[src/rtl/gpio_pkg.sv]
package gpio_pkg;
    localparam int PORT_W   = 8;
    localparam int GROUP_W  = 4;
    localparam int CODE_W   = 3;
    localparam int BASE_LOG = 8;
    localparam int CNT_W    = BASE_LOG + (2 ** CODE_W) - 2;
    localparam int ADDR_W   = 4;

    typedef enum logic [ADDR_W-1:0] {
        OFS_IN   = 4'd0,
        OFS_OUT  = 4'd1,
        OFS_OE   = 4'd2,
        OFS_PULL = 4'd3,
        OFS_SCHM = 4'd4,
        OFS_MASK = 4'd5,
        OFS_EDGE = 4'd6,
        OFS_FLAG = 4'd7,
        OFS_FILT = 4'd8,
        OFS_IEN  = 4'd9
    } reg_ofs_e;

    typedef struct packed {
        logic [PORT_W-1:0] dout;
        logic [PORT_W-1:0] oe;
        logic [PORT_W-1:0] pull;
        logic [PORT_W-1:0] schm;
        logic [PORT_W-1:0] mask;
        logic [PORT_W-1:0] fall_sel;
        logic [PORT_W-1:0] ien;
        logic [CODE_W-1:0] code_hi;
        logic [CODE_W-1:0] code_lo;
    } port_cfg_t;

    // last count value of a nonzero filter code: 2^(BASE_LOG-1+code) - 1
    function automatic logic [CNT_W-1:0] filt_last(input logic [CODE_W-1:0] code);
        logic [CNT_W:0] span;
        span = (CNT_W+1)'(1) << (BASE_LOG - 1 + int'(code));
        return CNT_W'(span - (CNT_W+1)'(1));
    endfunction
endpackage

[src/rtl/gpio_regfile.sv]
module gpio_regfile
    import gpio_pkg::*;
(
    input  logic                 clk,
    input  logic                 rst,
    input  logic                 bus_wr,
    input  logic [ADDR_W-1:0]    bus_addr,
    input  logic [PORT_W-1:0]    bus_wdata,
    input  logic [PORT_W-1:0]    in_view,
    input  logic [PORT_W-1:0]    flag_q,
    output port_cfg_t            cfg_q,
    output logic [PORT_W-1:0]    flag_clr,
    output logic [PORT_W-1:0]    bus_rdata
);
    localparam int PAD = GROUP_W - CODE_W;

    always_ff @(posedge clk) begin
        if (rst) begin
            cfg_q.dout     <= '0;
            cfg_q.oe       <= '0;
            cfg_q.pull     <= '1;
            cfg_q.schm     <= '1;
            cfg_q.mask     <= '0;
            cfg_q.fall_sel <= '0;
            cfg_q.ien      <= '1;
            cfg_q.code_hi  <= '0;
            cfg_q.code_lo  <= '0;
        end else if (bus_wr) begin
            case (bus_addr)
                OFS_OUT:  cfg_q.dout     <= bus_wdata;
                OFS_OE:   cfg_q.oe       <= bus_wdata;
                OFS_PULL: cfg_q.pull     <= bus_wdata;
                OFS_SCHM: cfg_q.schm     <= bus_wdata;
                OFS_MASK: cfg_q.mask     <= bus_wdata;
                OFS_EDGE: cfg_q.fall_sel <= bus_wdata;
                OFS_IEN:  cfg_q.ien      <= bus_wdata;
                OFS_FILT: begin
                    cfg_q.code_hi <= bus_wdata[GROUP_W +: CODE_W];
                    cfg_q.code_lo <= bus_wdata[0 +: CODE_W];
                end
                default: ;
            endcase
        end
    end

    assign flag_clr = (bus_wr && bus_addr == OFS_FLAG) ? bus_wdata : '0;

    always_comb begin
        case (bus_addr)
            OFS_IN:   bus_rdata = in_view;
            OFS_OUT:  bus_rdata = cfg_q.dout;
            OFS_OE:   bus_rdata = cfg_q.oe;
            OFS_PULL: bus_rdata = cfg_q.pull;
            OFS_SCHM: bus_rdata = cfg_q.schm;
            OFS_MASK: bus_rdata = cfg_q.mask;
            OFS_EDGE: bus_rdata = cfg_q.fall_sel;
            OFS_FLAG: bus_rdata = flag_q;
            OFS_FILT: bus_rdata = {{PAD{1'b0}}, cfg_q.code_hi, {PAD{1'b0}}, cfg_q.code_lo};
            OFS_IEN:  bus_rdata = cfg_q.ien;
            default:  bus_rdata = '0;
        endcase
    end
endmodule

[src/rtl/gpio_debounce.sv]
module gpio_debounce
    import gpio_pkg::*;
(
    input  logic              clk,
    input  logic              rst,
    input  logic              raw,
    input  logic              en,
    input  logic [CODE_W-1:0] code,
    output logic              gated,
    output logic              level
);
    logic [1:0]       sync_q;
    logic [CNT_W-1:0] cnt_q;
    logic [CNT_W-1:0] last;

    always_ff @(posedge clk) begin
        if (rst) sync_q <= '0;
        else     sync_q <= {sync_q[0], raw};
    end

    assign gated = sync_q[1] & en;
    assign last  = filt_last(code);

    always_ff @(posedge clk) begin
        if (rst) begin
            level <= 1'b0;
            cnt_q <= '0;
        end else if (code == '0) begin
            level <= gated;
            cnt_q <= '0;
        end else if (gated == level) begin
            cnt_q <= '0;
        end else if (cnt_q >= last) begin
            level <= gated;
            cnt_q <= '0;
        end else begin
            cnt_q <= cnt_q + 1'b1;
        end
    end
endmodule

[src/rtl/gpio_irq.sv]
module gpio_irq
    import gpio_pkg::*;
(
    input  logic              clk,
    input  logic              rst,
    input  logic [PORT_W-1:0] level,
    input  logic [PORT_W-1:0] ien,
    input  logic [PORT_W-1:0] fall_sel,
    input  logic [PORT_W-1:0] mask,
    input  logic [PORT_W-1:0] flag_clr,
    output logic [PORT_W-1:0] flag_q,
    output logic              irq
);
    logic [PORT_W-1:0] prev_q;
    logic [PORT_W-1:0] event_w;

    always_ff @(posedge clk) begin
        if (rst) prev_q <= '0;
        else     prev_q <= level;
    end

    always_comb begin
        for (int i = 0; i < PORT_W; i++) begin
            event_w[i] = ien[i] & (fall_sel[i] ? (prev_q[i] & ~level[i])
                                               : (~prev_q[i] & level[i]));
        end
    end

    always_ff @(posedge clk) begin
        if (rst) flag_q <= '0;
        else     flag_q <= (flag_q & ~flag_clr) | event_w;
    end

    assign irq = |(flag_q & mask);
endmodule

[src/rtl/gpio8_ctrl.sv]
module gpio8_ctrl
    import gpio_pkg::*;
(
    input  logic              clk,
    input  logic              rst,
    input  logic [7:0]        pin_in,
    input  logic [3:0]        bus_addr,
    input  logic              bus_wr,
    input  logic [7:0]        bus_wdata,
    output logic [7:0]        bus_rdata,
    output logic [7:0]        pin_out,
    output logic [7:0]        pin_oe,
    output logic [7:0]        pull_en,
    output logic [7:0]        schmitt_en,
    output logic              irq
);
    port_cfg_t         cfg_q;
    logic [PORT_W-1:0] flag_q;
    logic [PORT_W-1:0] flag_clr;
    logic [PORT_W-1:0] filt_lvl;
    logic [PORT_W-1:0] gated_in;
    logic [PORT_W-1:0] in_view;
    logic [PORT_W-1:0] ien_w;

    assign ien_w   = cfg_q.ien;
    assign in_view = filt_lvl & cfg_q.ien;

    gpio_regfile u_regs (
        .clk(clk), .rst(rst), .bus_wr(bus_wr), .bus_addr(bus_addr),
        .bus_wdata(bus_wdata), .in_view(in_view), .flag_q(flag_q),
        .cfg_q(cfg_q), .flag_clr(flag_clr), .bus_rdata(bus_rdata)
    );

    for (genvar i = 0; i < PORT_W; i++) begin : g_pin
        logic [CODE_W-1:0] code_w;
        if (i >= GROUP_W) begin : g_hi
            assign code_w = cfg_q.code_hi;
        end else begin : g_lo
            assign code_w = cfg_q.code_lo;
        end
        gpio_debounce u_flt (
            .clk(clk), .rst(rst), .raw(pin_in[i]), .en(cfg_q.ien[i]),
            .code(code_w), .gated(gated_in[i]), .level(filt_lvl[i])
        );
    end

    gpio_irq u_irq (
        .clk(clk), .rst(rst), .level(filt_lvl), .ien(cfg_q.ien),
        .fall_sel(cfg_q.fall_sel), .mask(cfg_q.mask), .flag_clr(flag_clr),
        .flag_q(flag_q), .irq(irq)
    );

    assign pin_out    = cfg_q.dout;
    assign pin_oe     = cfg_q.oe;
    assign pull_en    = cfg_q.pull;
    assign schmitt_en = cfg_q.schm;
endmodule

[config.mk]
export PLATFORM = sky130hd
export DESIGN_NAME = gpio8_ctrl
export DESIGN_NICKNAME = d
export VERILOG_FILES = /design/src/rtl/gpio_pkg.sv /design/src/rtl/gpio_regfile.sv /design/src/rtl/gpio_debounce.sv /design/src/rtl/gpio_irq.sv /design/src/rtl/gpio8_ctrl.sv
export SDC_FILE = /design/constraint.sdc
export NUM_CORES = 1
export LEC_CHECK = 0
export CAP_MARGIN = 0
export CORE_UTILIZATION = 50
export CTS_BUF_LIST = sky130_fd_sc_hd__clkbuf_8
export DETAILED_ROUTE_END_ITERATION = 10
export GPL_TIMING_DRIVEN = 0
export PLACE_DENSITY = 0.68
export SETUP_SLACK_MARGIN = 0.5
export SLEW_MARGIN = 20
export SYNTH_ARGS = -nofsm -noshare
export SYNTH_HDL_FRONTEND = slang
export SYNTH_HIERARCHICAL = 1
export SYNTH_SLANG_ARGS = --single-unit
[constraint.sdc]
create_clock -name clk -period 6.6 [get_ports clk]
set_input_delay 0.99 -clock clk [delete_from_list [all_inputs] [get_ports clk]]
set_output_delay 0.99 -clock clk [all_outputs]
set_load 0.02 [all_outputs]
==> results of run 1 <==
cells in the final DEF (no fill, tap or decap), drive strengths merged, types with 59 or more instances in the layout:
| master | count |
|---|---|
| nand2 | 101 |
| nor2 | 206 |
| nand3 | 62 |
| a21oi | 79 |
| clkbuf | 78 |
| mux2i | 59 |
| inv | 88 |
| dfxtp | 214 |
| ha | 128 |
| xor2 | 64 |
registers in the layout, summed over array words and instances (netlist names):
| name | count |
|---|---|
| g_pin.u_flt/sync_q | 16 |
| u_irq/flag_q | 8 |
| g_pin.u_flt/level | 8 |
| u_irq/prev_q | 8 |
| g_pin.u_flt/cnt_q | 112 |
| u_regs/cfg_q | 62 |
critical path: stages:
cell and delay [ps]:
clkdlybuf4s50_1 490, buf_4 200, nor2b_1 530, a32oi_1 200, o211ai_1 340, clkdlybuf4s50_1 710
cells by family after synthesis:
kind of cell / after synthesis / share of synthesized area [%]
buffers and inverters: 128 / 4.72
muxes: 60 / 4.52
adders and majority gates: 128 / 12.0
DFF: 214 / 32.1
xor gates and xnor gates: 112 / 7.36
other: 16 / 0.451
AOI/OAI and AO/OA: 195 / 11.4
and+or+nand+nor: 614 / 27.4
per-layer routing:
layer | track usage, % | share of wire (%) | vias to the layer above
met5 | 0 | 0 | -
met2 | 38.3 | 47 | 228
met4 | 8.09 | 2.4 | 0
met3 | 3.75 | 5.2 | 61
met1 | 29.2 | 45 | 4886
li1 | - | - | 5302
cell type report:
type / count / area share [%]
multi-input combinational: 1149 / 56.1
sequential: 214 / 28.3
clock buffer: 49 / 4.45
timing repair buffer: 54 / 3.55
tap: 335 / 2.76
buffer: 55 / 2.34
inverter: 73 / 1.81
clock inverter: 21 / 0.751
per-stage QoR:
step           instance area (µm²)  setup WS (ps)  power [µW]  util, %  hold WS, ps
2_1_floorplan                13400           3460        1500        -          414
5_1_grt                      15200           2110        2940     58.0          455
6_report                     15200           2140        2820     58.0          435
3_5_place_dp                 14400           2180        1580     55.0          422
3_3_place_gp                 14400           2200        1580     55.0          426
4_1_cts                      15200           2160        2860     58.0          435
worst paths after layout:
path                                        from                             endpoint
max reg2reg         u_regs/cfg_q[5]$_SDFFE_PP0P_   g_pin[7].u_flt/cnt_q[8]$_SDFF_PP0_
max                                  bus_addr[0]                         bus_rdata[1]
min reg2reg  g_pin[5].u_flt/sync_q[0]$_SDFF_PP0_  g_pin[5].u_flt/sync_q[1]$_SDFF_PP0_
min          g_pin[5].u_flt/sync_q[0]$_SDFF_PP0_  g_pin[5].u_flt/sync_q[1]$_SDFF_PP0_
power breakdown:
group | total, µW | internal, µW | switching, µW
combinational | 233 | 97.3 | 135
sequential | 1320 | 1310 | 16.7
clock | 1270 | 706 | 561
==> impl_metrics.ini, run 1 <==
[yosys]
yosys_warnings = 6
synthFlopType = dfxtp_1
netlist.area_leader.share_pct = 32.1
synth_edf_count = 0
yosysTopAreaCell = dfxtp_1
ys_seq_area_share_pct = 32.1
ys_ff_latch = 214
syn_inst = 1467
avgSynthCellArea_um2 = 9.09
netlist_area_um2 = 13300
yosysUniqueCellTypes = 60
yosysMostFrequentCell = dfxtp_1
ys_top_cells_by_area = dfxtp_1 32%, ha_1 12%, mux2i_1 4.4%, xor2_1 4.2%, nor2_1 3.5%
synthArstFlopShare_pct = 0
synth_common_cells = 214 x dfxtp_1, 128 x ha_1, 123 x nor2_1, 101 x nand2_1, 79 x a21oi_1

[final_layout]
seqCellArea_um2 = 4290
multi_input_area_um2 = 8510
syn_to_final_growth_pct = 13.8
antenna_cells = 0
stdcell_count = 1950
fillCellCount = 2372
nNetsFinal = 1737
drive_gt1_share_pct = 14.9

[sta]
max_slew_margin_pct = 28.2
period_share_pct = 67.5
grt_setup_unrepaired = false
max_freq_mhz = 224
final.setup_skew_ps = 30.2
period_minus_slack_ps = 4460
slew_viol_final = 0
finalHoldViolations = 0
fin_setup_tns_ps = 0
setup_viol = 0
max_slew.worst_pin.slew_ps = 1070

[clocking]
cts_resized = 0
cts_setup_buffers = 0
cts.htree.levels = 2
clockRootBuffer = clkbuf_8
clk_pin_slew_worst_paths_ps = 60
cts_tree = done
clkSinkCount = 214
clk_path_buf_depth = 3
cts.hold.buffers_added = 0
numCtsBuffers = 39
clk_latency_ps = 540

[worst_setup_path]
worstRegToRegCells = 9
cp-start-kind = primary input
critPathRequiredTime_ps = 5610
critical_path.max_fanout = 10
critPathKind = primary input to output pin
end_kind = output pin
cp.arrival_ps = 3470
reg2reg_slack_ps = 3490

[outcome]
outcome = complete, but fails checks
violations = DRC

[min_path]
hold-path-cell-count = 1
hold_path.class = flop to flop

[placed_design]
hpwl_mm = 22.2
place_inst = 1880
gp_congestion = 0.898
numPortBuffers = 54

[detailed_routing]
post-route-drc-count = 10
dr.pass1.iters = 8
totalWireLength_mm = 31.1
vias_per_cell = 5.37
wl_per_cell_um = 15.9
vias = 10500
ant_nets = 0
drt_iter0_drc = 525

[floorplan]
rows = 59
ios = 64
core-area_um2 = 26100
dieWidth_um = 165
die_y_um = 165
die_area_um2 = 27300
start_util_pct = 51.0

[global_routing]
grt_pass1_vias = 9902
grt_pass1_wl_mm = 49.6
antenna_found_initial = 0
grt_max_degree = 41
grt.total_usage_pct = 22.8
grt-ovfl-total = 0

[power_and_ir_drop]
pwr_density_cell_nw_per_um2 = 186
ir_drop_uv = 145
leakage_uw = 0.00616

[run]
cap_violations = 0
Note: power is estimated with default switching activity, not from simulation.
==> inputs of run 2 (changes only) <==
==> constraint.sdc (replaced) <==
create_clock -name clk -period 4.6 [get_ports clk]
set_input_delay 0.69 -clock clk [delete_from_list [all_inputs] [get_ports clk]]
set_output_delay 0.69 -clock clk [all_outputs]
set_load 0.02 [all_outputs]
==> results of run 2 <==
The final DEF is identical to that of run 1. Status: complete, but fails checks: DRC.
Main changes from that run: setup slack after placement 2180 ps -> 783 ps; setup slack after layout 2140 ps -> 743 ps; register-to-register setup slack 3490 ps -> 1490 ps; total power 2820 µW -> 4050 µW; worst IR drop on VDD 145 µV -> 208 µV
==> inputs of run 3 (changes only) <==
--- a/config.mk
+++ b/config.mk
@@ -10,7 +10,7 @@
 export CTS_BUF_LIST = sky130_fd_sc_hd__clkbuf_8
 export DETAILED_ROUTE_END_ITERATION = 10
 export GPL_TIMING_DRIVEN = 0
-export PLACE_DENSITY = 0.68
+export PLACE_DENSITY = 0.71
 export SETUP_SLACK_MARGIN = 0.5
 export SLEW_MARGIN = 20
 export SYNTH_ARGS = -nofsm -noshare
==> constraint.sdc (replaced) <==
create_clock -name clk -period 3.4 [get_ports clk]
set_input_delay 0.51 -clock clk [delete_from_list [all_inputs] [get_ports clk]]
set_output_delay 0.51 -clock clk [all_outputs]
set_load 0.02 [all_outputs]
==> impl_metrics.ini, run 3 (same netlist as run 1, synthesis figures left out) <==
[outcome]
outcome = complete, but fails checks
violations = DRC

[worst_setup_path]
cp-start-kind = primary input
cp.arrival_ps = 2300
crit_cells = 7
cp_top_family = buffers and inverters
critical_path.max_fanout = 10
path_buf_inv = 3
cp_slowest_cell = o211ai_1
end_kind = output pin
max_stage_delay_ps = 380
critPathRequiredTime_ps = 2890
crit_chain = dlygate4sd2_1 > buf_6 > nor2b_1 > nor2b_1 > a32oi_1 > o211ai_1 > dlygate4sd2_1
worstRegToRegCells = 9
critPathKind = primary input to output pin

[global_routing]
grt_max_degree = 41
grt_pass1_vias = 10300
antenna_found_initial = 0
grt-ovfl-total = 0
grt_pass1_wl_mm = 49.9
grt.total_usage_pct = 22.8

[clocking]
clk_path_buf_depth = 3
clk_latency_ps = 540
numCtsBuffers = 39
clockRootBuffer = clkbuf_8
clk_pin_slew_worst_paths_ps = 60
clkSinkCount = 214
cts_tree = done
cts.htree.levels = 2

[sta]
final.setup_skew_ps = 11.2
period_minus_slack_ps = 2810
max_slew_margin_pct = 51.8
fin_ws_ps = 592
max_slew.worst_pin.slew_ps = 722
whs_ps = 420
slew_viol_final = 0
period_share_pct = 82.6
grt_setup_unrepaired = false
finalHoldViolations = 0
setup_viol = 0
max_freq_mhz = 356

[detailed_routing]
ant_nets = 0
vias_per_cell = 5.40
totalWireLength_mm = 30.6
vias = 10500
wl_per_cell_um = 15.7
dr.pass1.iters = 8
post-route-drc-count = 6
drt_iter0_drc = 498

[final_layout]
antenna_cells = 0
fin_area_um2 = 15200
multi_input_area_um2 = 8520
syn_to_final_growth_pct = 14.0
largest_reg_flops = 112
nNetsFinal = 1738
seqCellArea_um2 = 4290
drive_gt1_share_pct = 16.0
stdcell_count = 1951
largest_register = g_pin.u_flt/cnt_q
final_cell_mix = 208 x dfxtp_1, 128 x ha_1, 123 x nor2_1
reg.largest.list = g_pin.u_flt/cnt_q (112), u_regs/cfg_q (62), g_pin.u_flt/sync_q (16)
final_common_cell = dfxtp_1
fillCellCount = 2350

[placed_design]
gp_congestion = 0.921
pre_cts_ws_ps = -30.4
dpl_cell_area_um2 = 14400
numPortBuffers = 54
hpwl_mm = 22.2
place_inst = 1880

[floorplan]
die_y_um = 165
ios = 64
rows = 59
start_util_pct = 51.0
core-area_um2 = 26100
die_area_um2 = 27300
dieWidth_um = 165

[power_and_ir_drop]
pwr_density_cell_nw_per_um2 = 362
ir_drop_uv = 236
leakage_uw = 0.00619

[run]
cap_violations = 0

[min_path]
hold_path.class = primary input to flop
hold-path-cell-count = 3
[run 3: layer usage]
layer	wire length (µm)	GRT usage [%]	vias up
met3	1490	4.02	82
li1	-	-	5305
met5	0	0	-
met1	13600	27.4	4926
met4	959	9.05	0
met2	14600	40.2	215
[run 3: cell type report]
| cell class | count | area share [%] |
|---|---|---|
| Timing Repair Buffer | 55 | 3.46 |
| Multi-Input combinational cell | 1149 | 56.1 |
| Tap cell | 335 | 2.76 |
| Clock buffer | 50 | 4.53 |
| Sequential cell | 214 | 28.3 |
| Clock inverter | 20 | 0.749 |
| Buffer | 55 | 2.36 |
| Inverter | 73 | 1.80 |
[run 3: timing repair]
item / in CTS / in global routing
buffers inserted: 1 / 0
hold buffers: 0 / 0
hold endpoints to repair: 0 / 0
endpoints found under the setup margin: 111 / 50
pin swaps: 1 / 0
resized for setup: 34 / 2
[run 3: worst paths after layout]
check	from	end	slack, ps
worst max-delay path	bus_addr[0]	bus_rdata[2]	590
worst min-delay path	bus_wdata[5]	u_regs/cfg_q[11]$_SDFFE_PP1P_	420
worst max register to register	u_regs/cfg_q[2]$_SDFFE_PP0P_	g_pin[1].u_flt/cnt_q[8]$_SDFF_PP0_	710
worst min register to register	g_pin[2].u_flt/sync_q[0]$_SDFF_PP0_	g_pin[2].u_flt/sync_q[1]$_SDFF_PP0_	430
[run 3: tightest hold or removal path, cell delays in order]
cell      delay [ps]
clkbuf_1         210
nand2_1          110
nand3b_1          60
[run 3: report_power, final]
part           internal (µW)  total, µW  switching, µW
Sequential              2540       2570           31.9
Combinational            185        448            262
Clock                   1400       2490           1090
[run 3: stage by stage]
step | util, % | total power (µW) | setup TNS, ps
6_report | 58.1 | 5510 | 0
5_1_grt | 58.1 | 5730 | 0
4_1_cts | 58.1 | 5570 | 0
3_5_place_dp | 55.0 | 3060 | -32.8
3_3_place_gp | 55.0 | 3060 | -23570
2_1_floorplan | - | 2920 | 0
